$ cat config.mk
export PLATFORM = sky130hd
export DESIGN_NAME = ppwm_ctrl
export DESIGN_NICKNAME = d
export VERILOG_FILES = /design/src/rtl/ppwm_pkg.sv /design/src/rtl/ppwm_osc.sv /design/src/rtl/ppwm_softstart.sv /design/src/rtl/ppwm_outstage.sv /design/src/rtl/ppwm_ctrl.sv
export SDC_FILE = /design/constraint.sdc
export NUM_CORES = 1
export LEC_CHECK = 0
export ABC_AREA = 1
export BUFFER_PORTS_ARGS = -buffer_cell sky130_fd_sc_hd__buf_2
export CAP_MARGIN = 20
export CORE_UTILIZATION = 25
export DETAILED_ROUTE_END_ITERATION = 16
export GPL_ROUTABILITY_DRIVEN = 0
export HOLD_SLACK_MARGIN = 0.1
export SLEW_MARGIN = 20
export SYNTH_ARGS = -nofsm -noshare
export SYNTH_HDL_FRONTEND = slang
export SYNTH_SLANG_ARGS = --single-unit
$ cat constraint.sdc
create_clock -name clk -period 15.1 [get_ports clk]
set_input_delay 3.02 -clock clk [delete_from_list [all_inputs] [get_ports clk]]
set_output_delay 3.02 -clock clk [all_outputs]
set_load 0.02 [all_outputs]
$ cat src/rtl/ppwm_pkg.sv
package ppwm_pkg;
   // Steering state: which output owns the current ramp
   typedef enum logic {
      PH_A = 1'b0,
      PH_B = 1'b1
   } steer_t;

   function automatic int unsigned pow2(input int unsigned e);
      return 32'd1 << e;
   endfunction
endpackage

$ cat src/rtl/ppwm_osc.sv
// Sawtooth counter with programmable blanking tail and sync restart.
module ppwm_osc #(
   parameter int W = 8
) (
   input  logic         clk,
   input  logic         rst_n,
   input  logic [W-1:0] period_cfg,
   input  logic [W-1:0] dead_cfg,
   input  logic         sync_in,
   output logic [W:0]   ramp,
   output logic         blank,
   output logic         wrap
);
   localparam int CW = W + 1;

   logic [CW-1:0] dead_eff, per_min, per_eff, blank_start;
   logic          sync_q, sync_rise;

   always_comb begin
      dead_eff    = (dead_cfg == '0) ? CW'(1) : {1'b0, dead_cfg};
      per_min     = dead_eff + CW'(2);
      per_eff     = ({1'b0, period_cfg} < per_min) ? per_min : {1'b0, period_cfg};
      blank_start = per_eff - dead_eff;
      blank       = (ramp >= blank_start);
      wrap        = (ramp >= per_eff - CW'(1));
      sync_rise   = sync_in & ~sync_q;
   end

   always_ff @(posedge clk or negedge rst_n) begin
      if (!rst_n) begin
         ramp   <= '0;
         sync_q <= 1'b0;
      end else begin
         sync_q <= sync_in;
         if (wrap)
            ramp <= '0;
         else if (sync_rise && !blank)
            ramp <= blank_start;
         else
            ramp <= ramp + CW'(1);
      end
   end
endmodule

$ cat src/rtl/ppwm_softstart.sv
// Soft-start level: slow climb, one-per-cycle drain on shutdown, cleared on lockout.
module ppwm_softstart #(
   parameter int W            = 8,
   parameter int SS_STEP_LOG2 = 2
) (
   input  logic         clk,
   input  logic         rst_n,
   input  logic         shutdown,
   input  logic         uvlo,
   output logic [W-1:0] level
);
   localparam logic [W-1:0] LVL_MAX = '1;

   logic tick;

   generate
      if (SS_STEP_LOG2 == 0) begin : g_every_cycle
         assign tick = 1'b1;
      end else begin : g_prescaled
         logic [SS_STEP_LOG2-1:0] pre;
         always_ff @(posedge clk or negedge rst_n) begin
            if (!rst_n)
               pre <= '0;
            else if (shutdown || uvlo)
               pre <= '0;
            else
               pre <= pre + 1'b1;
         end
         assign tick = &pre;
      end
   endgenerate

   always_ff @(posedge clk or negedge rst_n) begin
      if (!rst_n)
         level <= '0;
      else if (uvlo)
         level <= '0;
      else if (shutdown)
         level <= (level != '0) ? level - 1'b1 : '0;
      else if (tick && level != LVL_MAX)
         level <= level + 1'b1;
   end
endmodule

$ cat src/rtl/ppwm_outstage.sv
// Pulse-terminating latch, steering flip-flop and NOR output gating.
module ppwm_outstage #(
   parameter int W = 8
) (
   input  logic         clk,
   input  logic         rst_n,
   input  logic [W:0]   ramp,
   input  logic         blank,
   input  logic         wrap,
   input  logic [W-1:0] duty_eff,
   input  logic         shutdown,
   input  logic         uvlo,
   output logic         out_a,
   output logic         out_b,
   output logic         steer
);
   import ppwm_pkg::*;

   steer_t phase;
   logic   term_latch, reached, gate;

   always_comb begin
      reached = (ramp >= {1'b0, duty_eff});
      gate    = blank | term_latch | reached | shutdown | uvlo;
      out_a   = ~(gate | (phase == PH_B));
      out_b   = ~(gate | (phase == PH_A));
      steer   = (phase == PH_B);
   end

   always_ff @(posedge clk or negedge rst_n) begin
      if (!rst_n) begin
         term_latch <= 1'b0;
         phase      <= PH_A;
      end else begin
         if (blank)
            term_latch <= 1'b0;
         else if (reached || shutdown || uvlo)
            term_latch <= 1'b1;
         if (wrap)
            phase <= (phase == PH_A) ? PH_B : PH_A;
      end
   end
endmodule

$ cat src/rtl/ppwm_ctrl.sv
// Dual-output push-pull PWM controller, top level.
module ppwm_ctrl #(
   parameter int W            = 8,
   parameter int SS_STEP_LOG2 = 2
) (
   input  logic         clk,
   input  logic         rst_n,
   input  logic [W-1:0] period_cfg,
   input  logic [W-1:0] dead_cfg,
   input  logic [W-1:0] duty_cmd,
   input  logic         shutdown,
   input  logic         sync_in,
   input  logic         uvlo,
   output logic         out_a,
   output logic         out_b,
   output logic         osc_clk,
   output logic         steer
);
   generate
      if (W < 2 || W > 16) begin : g_bad_width
         $error("ppwm_ctrl: W must lie in 2..16");
      end
      if (SS_STEP_LOG2 < 0 || SS_STEP_LOG2 > 12) begin : g_bad_step
         $error("ppwm_ctrl: SS_STEP_LOG2 must lie in 0..12");
      end
   endgenerate

   logic [W:0]   ramp;
   logic         blank, wrap;
   logic [W-1:0] ss_level, duty_eff;

   ppwm_osc #(.W(W)) u_osc (
      .clk        (clk),
      .rst_n      (rst_n),
      .period_cfg (period_cfg),
      .dead_cfg   (dead_cfg),
      .sync_in    (sync_in),
      .ramp       (ramp),
      .blank      (blank),
      .wrap       (wrap)
   );

   ppwm_softstart #(.W(W), .SS_STEP_LOG2(SS_STEP_LOG2)) u_ss (
      .clk      (clk),
      .rst_n    (rst_n),
      .shutdown (shutdown),
      .uvlo     (uvlo),
      .level    (ss_level)
   );

   assign duty_eff = (duty_cmd < ss_level) ? duty_cmd : ss_level;
   assign osc_clk  = blank;

   ppwm_outstage #(.W(W)) u_out (
      .clk      (clk),
      .rst_n    (rst_n),
      .ramp     (ramp),
      .blank    (blank),
      .wrap     (wrap),
      .duty_eff (duty_eff),
      .shutdown (shutdown),
      .uvlo     (uvlo),
      .out_a    (out_a),
      .out_b    (out_b),
      .steer    (steer)
   );
endmodule

# Word-level counts from Yosys, hierarchy flattened
# Index checks and enable logic that the tools add are counted.
# classes
bitwise_logic,11
order_cmp,5
n_eq_ne,1
mux,13
n_addsub,7
reduce_logical,11
# op_table
cell,n
$mux W8,6
$mux W9,3
$ge A9 B9 Y1,2
$add A9 B1 Y9 const B,1
$add A9 B2 Y9 const B,1
$ge A9 B8 Y1,1
$lt A8 B9 Y1,1
$sub A9 B1 Y9 const B,1
$sub A9 B9 Y9,1
$add A8 B1 Y8 const B,1
$logic_not A8 Y1,1
$lt A8 B8 Y1,1
$ne A8 B8 Y1 const B,1
$reduce_bool A8 Y1,1
$sub A8 B1 Y8 const B,1
$or A1 B1 Y1,6
$not A1 Y1,4
$logic_or A1 B1 Y1,3
$mux W1,3
$reduce_bool A3 Y1,1
$add A2 B1 Y2 const B,1
$logic_and A1 B1 Y1,2
$mux W2,1
$reduce_and A2 Y1,1
other kinds (3),3
# totals
regBits,22
elab_cells,54
out_inout_bits,4
in_bits,29

# Depth between registers and ports, before layout
# Gate-level depths: netlist of the first run.
# logic_depth
depth_word,13
ltp_mapped,38
mapped_depth_nobuf,38

# Modules after synthesis
# From an unflattened synthesis of the first run, not the netlist that was laid out.
# unflattened
cells_unflattened,552
hier_area_um2,3587.2
# modules_own_cells
mod,instances,area_each_um2,cells_each
ppwm_osc,1,2084.5,315
ppwm_softstart,1,855.8,132
ppwm_outstage,1,329.1,48
ppwm_ctrl,1,317.8,57

# Worst setup path before layout of the first run
# No wires, ideal clock.
# synth_path
path_type,in2out
startpoint,input dead_cfg[2]
endpoint,output out_a
t_arrival_ps,7013
path_buffers,1
t_required_ps,12080
setup_slack_ps,5067
path_stages,30
cell_sequence,nand2_1 nor2_4 inv_1 o21ai_0 ha_1 and3_1 nand2_2 nor2_2 nor2_4 nand2_4 buf_6 nand2_1 o21ai_4 ha_1 fa_1 nor2_1 nand3_2 nand2_2 nand2_1 nand2_1 nand2_1 and2_1 ha_1 nand2_1 inv_1 nand2_1 a21boi_0 o21ai_0 nand4_1 nor2_1
# synth_via
elab_chain_cells,13
# synth_lines
element,line_no,source
from (decl),ppwm_ctrl.sv:9,"input logic [W-1:0] dead_cfg,"
$logic_not A8 Y1,ppwm_osc.sv:20,"dead_eff = (dead_cfg == '0) ? CW'(1) : {1'b0, dead_cfg};"
$mux W8 (*),ppwm_osc.sv:20,
$add A9 B2 Y9,ppwm_osc.sv:21,per_min = dead_eff + CW'(2);
$lt A8 B9 Y1,ppwm_osc.sv:22,"per_eff = ({1'b0, period_cfg} < per_min) ? per_min : {1'b0, period_cfg};"
$mux W9,ppwm_osc.sv:22,
$sub A9 B9 Y9 (*),ppwm_osc.sv:23,blank_start = per_eff - dead_eff;
$ge A9 B9 Y1 (*),ppwm_osc.sv:24,blank = (ramp >= blank_start);
$or A1 B1 Y1 (*) (4 in series),ppwm_outstage.sv:24,gate = blank | term_latch | reached | shutdown | uvlo;
$or A1 B1 Y1 (*),ppwm_outstage.sv:25,out_a = ~(gate | (phase == PH_B));
$not A1 Y1 (*),ppwm_outstage.sv:25,
to (decl),ppwm_ctrl.sv:14,"output logic out_a,"
# Mark *: on every way between the ends. The rest lies on a longest branch, timed or not.

# Worst setup path after layout of the first run
# layout_path
startpoint,input dead_cfg[1]
endpoint,output out_a
# Same word-level chain as after synthesis.

==> qor.yml, run 1 <==
finish:
  utilization_pct: 29.1
  area_delta_synth_final_pct: 14.0
  layout_commonest_cell: "nand2_1"
  nets: 574
  final_cell_mix: "nand2_1, inv_1, ha_1, nand3_1, buf_2"
  layout-drive-gt1-share_pct: 14.9
  diodes: 0
worst_setup_path:
  reg2reg_slack_ps: 12100
  worstSetupPathType: "in2out"
  worst_path_largest_cell_delay_ps: 450
  cpMaxStageDelayCell: "fa_1"
  cp_common_cell: "nand2_1"
  crit_fanout: 15
  cp.arrival_ps: 7610
  crit_required_ps: 12080
  cp-start-kind: "input port"
  endpoint_kind: "output pin"
route:
  ant_nets: 0
  drc: 0
  routed_wl_um: 7520
  drt_iter0_drc: 173
  firstDrtPassIters: 4
  vias: 3003
  wl_per_cell_um: 11.4
  vias_per_cell: 4.54
synthesis:
  async_reset_ff_share_pct: 100
  avgSynthCellArea_um2: 7.02
  synth_nets: 542
  synth-seq-area-share_pct: 17.1
  synth.area.top_cells: "ha_1, dfrtp_1, nand2_1, inv_1, nand3_1"
  netlist_instances: 458
  ys.flop_type: "dfrtp_1"
  yosysTopAreaCell: "ha_1"
  synth_seq_cells: 22
  synth-edff-count: 0
  synth_cell_types: 42
  synth.cell_area_mm2: 0.00321
  yosys_warnings: 0
  yosysTopAreaCellShare_pct: 21.0
global_route:
  grtUsageTotal_pct: 11.9
  grt_pass1_vias: 2949
  antenna_found_initial: 0
  grt_max_degree: 23
  overflow: 0
  grt_pass1_wl_um: 13000
die:
  core_mm2: 0.0126
  dieHeight_um: 115
  die-area_mm2: 0.0133
  rows: 41
  start_util_pct: 25.6
  die_w_um: 115
  top_level_ports: 33
sta:
  hold_viol: 0
  setup_viol: 0
  timing.hold.ws_ps: 431
  post-route-period-util_pct: 70.4
  tightest_slew_ps: 815
  clock_skew_ps: 8.86
  rsz0062_at_grt: "no"
  drv_slew: 0
  max_freq_mhz: 94.1
  tns_ps: 0
  max_slew_margin_pct: 45.5
  period_minus_slack_ps: 10630
cts:
  ctsResizeCount: 0
  clkSlewWorstSetupHoldPaths_ps: 70
  cts_tree: "built"
  postCtsHoldBufs: 0
  clk_latency_ps: 260
  cts-root-buf: "clkbuf_16"
  clock_sinks: 22
  post_cts_buffers: 0
  cts_buffer_depth: 2
  htree_levels: 1
  numCtsBuffers: 3
pwr:
  intPower_w: 0.000240
  power_w: 0.000455
  powerDensity_mw_per_mm2: 124
  pwr-share-seq_pct: 22.4
  peakVddDrop_v: 0.0000391
  sw_frac_of_total_pct: 47.2
  p_leak_nw: 1.91
  p_comb_share_pct: 60.9
  p_clk_share_pct: 16.7
  p_sw_w: 0.000215
placed_design:
  port_buffers: 32
  dp_hpwl_um: 6380
worst_hold_path:
  hold_path.class: "reg2reg"
run_status:
  status: "finished clean"
run:
  maxCapViolCount: 0
[registers in the layout, summed over array words and instances (netlist names)]
name	count
u_osc.ramp	9
u_out.term_latch	1
u_osc.sync_q	1
u_ss.g_prescaled.pre	2
u_out.steer	1
u_ss.level	8
[cells by family after synthesis]
family / after synthesis / synth area share, %
AOI/OAI and AO/OA: 82 / 15.7
xor gates and xnor gates: 18 / 4.91
adders and majority gates: 55 / 21.7
buffers and inverters: 83 / 10.2
DFF: 22 / 17.1
and+or+nand+nor: 198 / 30.5
[stage by stage]
step | cells | area [um2] | worst slack, ps
finish | 661 | 3660 | 4470
global route | 661 | 3660 | 3950
CTS | 661 | 3660 | 4410
detailed placement | 657 | 3560 | 4400
global placement | 657 | 3560 | 4600
floorplan | 458 | 3210 | 5070
[power groups by stage]
| stage | logic (W) | clock network (W) | registers [W] |
|---|---|---|---|
| after floorplan | 0.000214 | 0 | 0.0000975 |
| after global placement | 0.000268 | 0 | 0.000102 |
| after detailed placement | 0.000278 | 0 | 0.000103 |
| after CTS | 0.000280 | 0.0000778 | 0.000102 |
| after global routing | 0.000323 | 0.0000796 | 0.000105 |
| final | 0.000277 | 0.0000761 | 0.000102 |
[layer usage]
metal	up-vias	routed length, um	global-route usage, %
met1	1370	3410	14.2
li1	1574	-	-
met3	17	213	1.37
met4	0	200	4.42
met2	42	3700	21.8
met5	-	0	0
[cells in the mapped netlist (2+ instances only)]
| cell type | n |
|---|---|
| clkbuf_1 | 2 |
| a31oi_1 | 2 |
| and2_1 | 4 |
| xor2_1 | 14 |
| nor2_2 | 2 |
| nor3_1 | 6 |
| nand2_4 | 6 |
| o211ai_1 | 4 |
| nand2_1 | 91 |
| o21bai_1 | 3 |
| dfrtp_1 | 22 |
| o21ai_2 | 3 |
| inv_2 | 4 |
| nand4_1 | 8 |
| ha_1 | 54 |
| nand3_2 | 3 |
| nor2_1 | 29 |
| o21ai_0 | 31 |
| inv_1 | 71 |
| nand3_1 | 33 |
| clkinv_1 | 2 |
| nand2_2 | 6 |
| nor2_4 | 4 |
| xnor2_1 | 4 |
| a21oi_1 | 28 |
| o21ai_4 | 3 |
| nor4_1 | 2 |
| buf_2 | 2 |
| a21boi_0 | 2 |
[worst paths after layout]
path	startpoint	end	cells after the start
setup / recovery	dead_cfg[1]	out_a	30
hold / removal	u_ss.g_prescaled.pre[0]$_DFF_PN0_	u_ss.g_prescaled.pre[0]$_DFF_PN0_	1
setup reg to reg	u_ss.level[1]$_DFFE_PN0P_	u_out.term_latch$_DFFE_PN0P_	21
hold reg to reg	u_ss.g_prescaled.pre[0]$_DFF_PN0_	u_ss.g_prescaled.pre[0]$_DFF_PN0_	1
max in group asynchronous	rst_n	u_ss.g_prescaled.pre[1]$_DFF_PN0_	1
min in group asynchronous	rst_n	u_ss.level[3]$_DFFE_PN0P_	1
[worst max-delay path: cells and delay by family]
family,cells,cell delay [ps]
and+or+nand+nor,18,1880
adders and majority gates,3,1070
AOI/OAI and AO/OA,4,1050
buffers and inverters,5,600
[layout make-up]
class	count	area, um2
Sequential cell	22	551
Tap cell	172	215
Inverter	77	289
Fill cell	1342	8900
Timing Repair Buffer	33	168
Clock buffer	3	75.1
Clock inverter	1	30.0
Multi-Input combinational cell	353	2340
(Power assumes the default switching activity.)
==> run 2, diff against run 1 <==
clock period = 10.08 ns   (was 15.1 ns; I/O delays follow)
==> qor.yml, run 2 (synthesis gave the netlist of run 1 again) <==
worst_setup_path:
  crit_required_ps: 8060  # was 12080 ps
  endpoint_kind: "output pin"  # unchanged
  worstSetupPathType: "in2out"  # unchanged
  r2r_cells: 21  # unchanged
  cp.arrival_ps: 6610  # was 7610 ps
  cp_common_cell: "nand2_1"  # unchanged
  worst_path_largest_cell_delay_ps: 450  # about the same
  cp-start-kind: "input port"  # unchanged
  cpMaxStageDelayCell: "fa_1"  # unchanged
  crit_fanout: 15  # unchanged
pwr:
  p_sw_w: 0.000322  # was 0.000215 W
  sw_frac_of_total_pct: 47.2  # about the same
  peakVddDrop_v: 0.0000840  # was 0.0000391 V
  powerDensity_mw_per_mm2: 186  # was 124 mW/mm2
  p_clk_share_pct: 16.4  # was 16.7%
  pwr-share-seq_pct: 22.5  # was 22.4%
  power_w: 0.000682  # was 0.000455 W
  p_comb_share_pct: 61.1  # was 60.9%
  p_leak_nw: 1.91  # unchanged
  intPower_w: 0.000360  # was 0.000240 W
sta:
  max_freq_mhz: 116
  clock_skew_ps: 2.06  # was 8.86 ps
  max_slew_margin_pct: 47.5  # was 45.5%
  setup_viol: 0  # unchanged
  period_minus_slack_ps: 8630
  rsz0062_at_grt: "no"  # unchanged
  tns_ps: 0  # unchanged
  post-route-period-util_pct: 85.6
  timing.hold.ws_ps: 430  # was 431 ps
  drv_slew: 0  # unchanged
  hold_viol: 0  # unchanged
  tightest_slew_ps: 784  # was 815 ps
finish:
  top_register: "u_osc.ramp"  # unchanged
  area_delta_synth_final_pct: 14.0  # unchanged
  largest_reg_flops: 9  # unchanged
  final_cell_mix: "nand2_1, inv_1, ha_1, nand3_1, buf_2"  # unchanged
  layout_commonest_cell: "nand2_1"  # unchanged
  nets: 574  # unchanged
  diodes: 0  # unchanged
  layout-drive-gt1-share_pct: 14.9  # unchanged
  reg_top3: "u_osc.ramp x9, u_ss.level x8, u_ss.g_prescaled.pre x2"  # unchanged
cts:
  cts-root-buf: "clkbuf_16"  # unchanged
  cts_buffer_depth: 2  # unchanged
  clkSlewWorstSetupHoldPaths_ps: 60  # was 70 ps
  numCtsBuffers: 3  # unchanged
  post_cts_buffers: 0  # unchanged
  htree_levels: 1  # unchanged
  cts_tree: "built"  # unchanged
  ctsResizeCount: 0  # unchanged
  clk_latency_ps: 260  # about the same
  postCtsHoldBufs: 0  # unchanged
  clock_sinks: 22  # unchanged
run_status:
  status: "finished clean"  # unchanged
die:
  dieHeight_um: 115  # unchanged
  rows: 41  # unchanged
  start_util_pct: 25.6  # unchanged
  die-area_mm2: 0.0133  # unchanged
  top_level_ports: 33  # unchanged
  die_w_um: 115  # unchanged
  core_mm2: 0.0126  # unchanged
global_route:
  grtUsageTotal_pct: 11.9  # about the same
  overflow: 0  # unchanged
  grt_max_degree: 23  # unchanged
  antenna_found_initial: 0  # unchanged
  grt_pass1_vias: 2970  # was 2949
  grt_pass1_wl_um: 13100  # was 13000 um
route:
  wl_per_cell_um: 11.4  # about the same
  drc: 0  # unchanged
  firstDrtPassIters: 4  # unchanged
  vias: 3023  # was 3003
  ant_nets: 0  # unchanged
  routed_wl_um: 7550  # was 7520 um
  vias_per_cell: 4.57  # was 4.54
  drt_iter0_drc: 156  # was 173
placed_design:
  dp_hpwl_um: 6390  # was 6380 um
  port_buffers: 32  # unchanged
worst_hold_path:
  min_path_cells: 1  # unchanged
  hold_path.class: "reg2reg"  # unchanged
run:
  maxCapViolCount: 0  # unchanged
==> run 2: cell counts in the layout (fill, tap and decap cells not counted) <==
Identical to the previous run, type by type.
==> run 2: layout make-up <==
| class | count | area, um2 |
|---|---|---|
| clock buffer | 3 | 75.1 |
| clock inverter | 1 | 30.0 |
| fill | 1360 | 8900 |
| inverter | 77 | 289 |
| multi-input combinational | 353 | 2340 |
| sequential | 22 | 551 |
| tap | 172 | 215 |
| timing repair buffer | 33 | 168 |
==> run 2: through the flow <==
step	util (%)	area, um2	cells	setup slack (ps)
after detailed placement	28.3	3560	657	1410
after global placement	28.3	3560	657	1590
after CTS	29.1	3660	661	1400
final	29.1	3660	661	1450
after global routing	29.1	3660	661	906
after floorplan	-	3210	458	2050
==> run 2: path summary, 6_finish.rpt <==
check,from,to,slack (ps)
min,u_ss.g_prescaled.pre[0]$_DFF_PN0_,u_ss.g_prescaled.pre[0]$_DFF_PN0_,430
min reg2reg,u_ss.g_prescaled.pre[0]$_DFF_PN0_,u_ss.g_prescaled.pre[0]$_DFF_PN0_,430
min in group asynchronous,rst_n,u_ss.level[2]$_DFFE_PN0P_,1720
max,dead_cfg[1],out_a,1450
max reg2reg,u_ss.level[1]$_DFFE_PN0P_,u_out.term_latch$_DFFE_PN0P_,7080
max in group asynchronous,rst_n,u_ss.g_prescaled.pre[1]$_DFF_PN0_,8010
==> run 2: per-layer routing <==
layer / track usage, % / share of wire, %
met2: 22.5 / 50
met4: 2.68 / 1.8
met5: 0 / 0
met1: 14.3 / 45
met3: 1.27 / 2.7
==> run 2: power groups by stage <==
stage	clock [W]	combinational, W	sequential (W)
2_1_floorplan	0	0.000321	0.000146
3_3_place_gp	0	0.000402	0.000153
3_5_place_dp	0	0.000417	0.000154
4_1_cts	0.000114	0.000420	0.000153
5_1_grt	0.000118	0.000487	0.000158
6_report	0.000112	0.000417	0.000153
==> run 2: critical path, delay by kind of cell <==
family	cells	cell delay, ps
adders and majority gates	3	1070
buffers and inverters	5	600
AOI/OAI and AO/OA	4	1030
and+or+nand+nor	18	1910
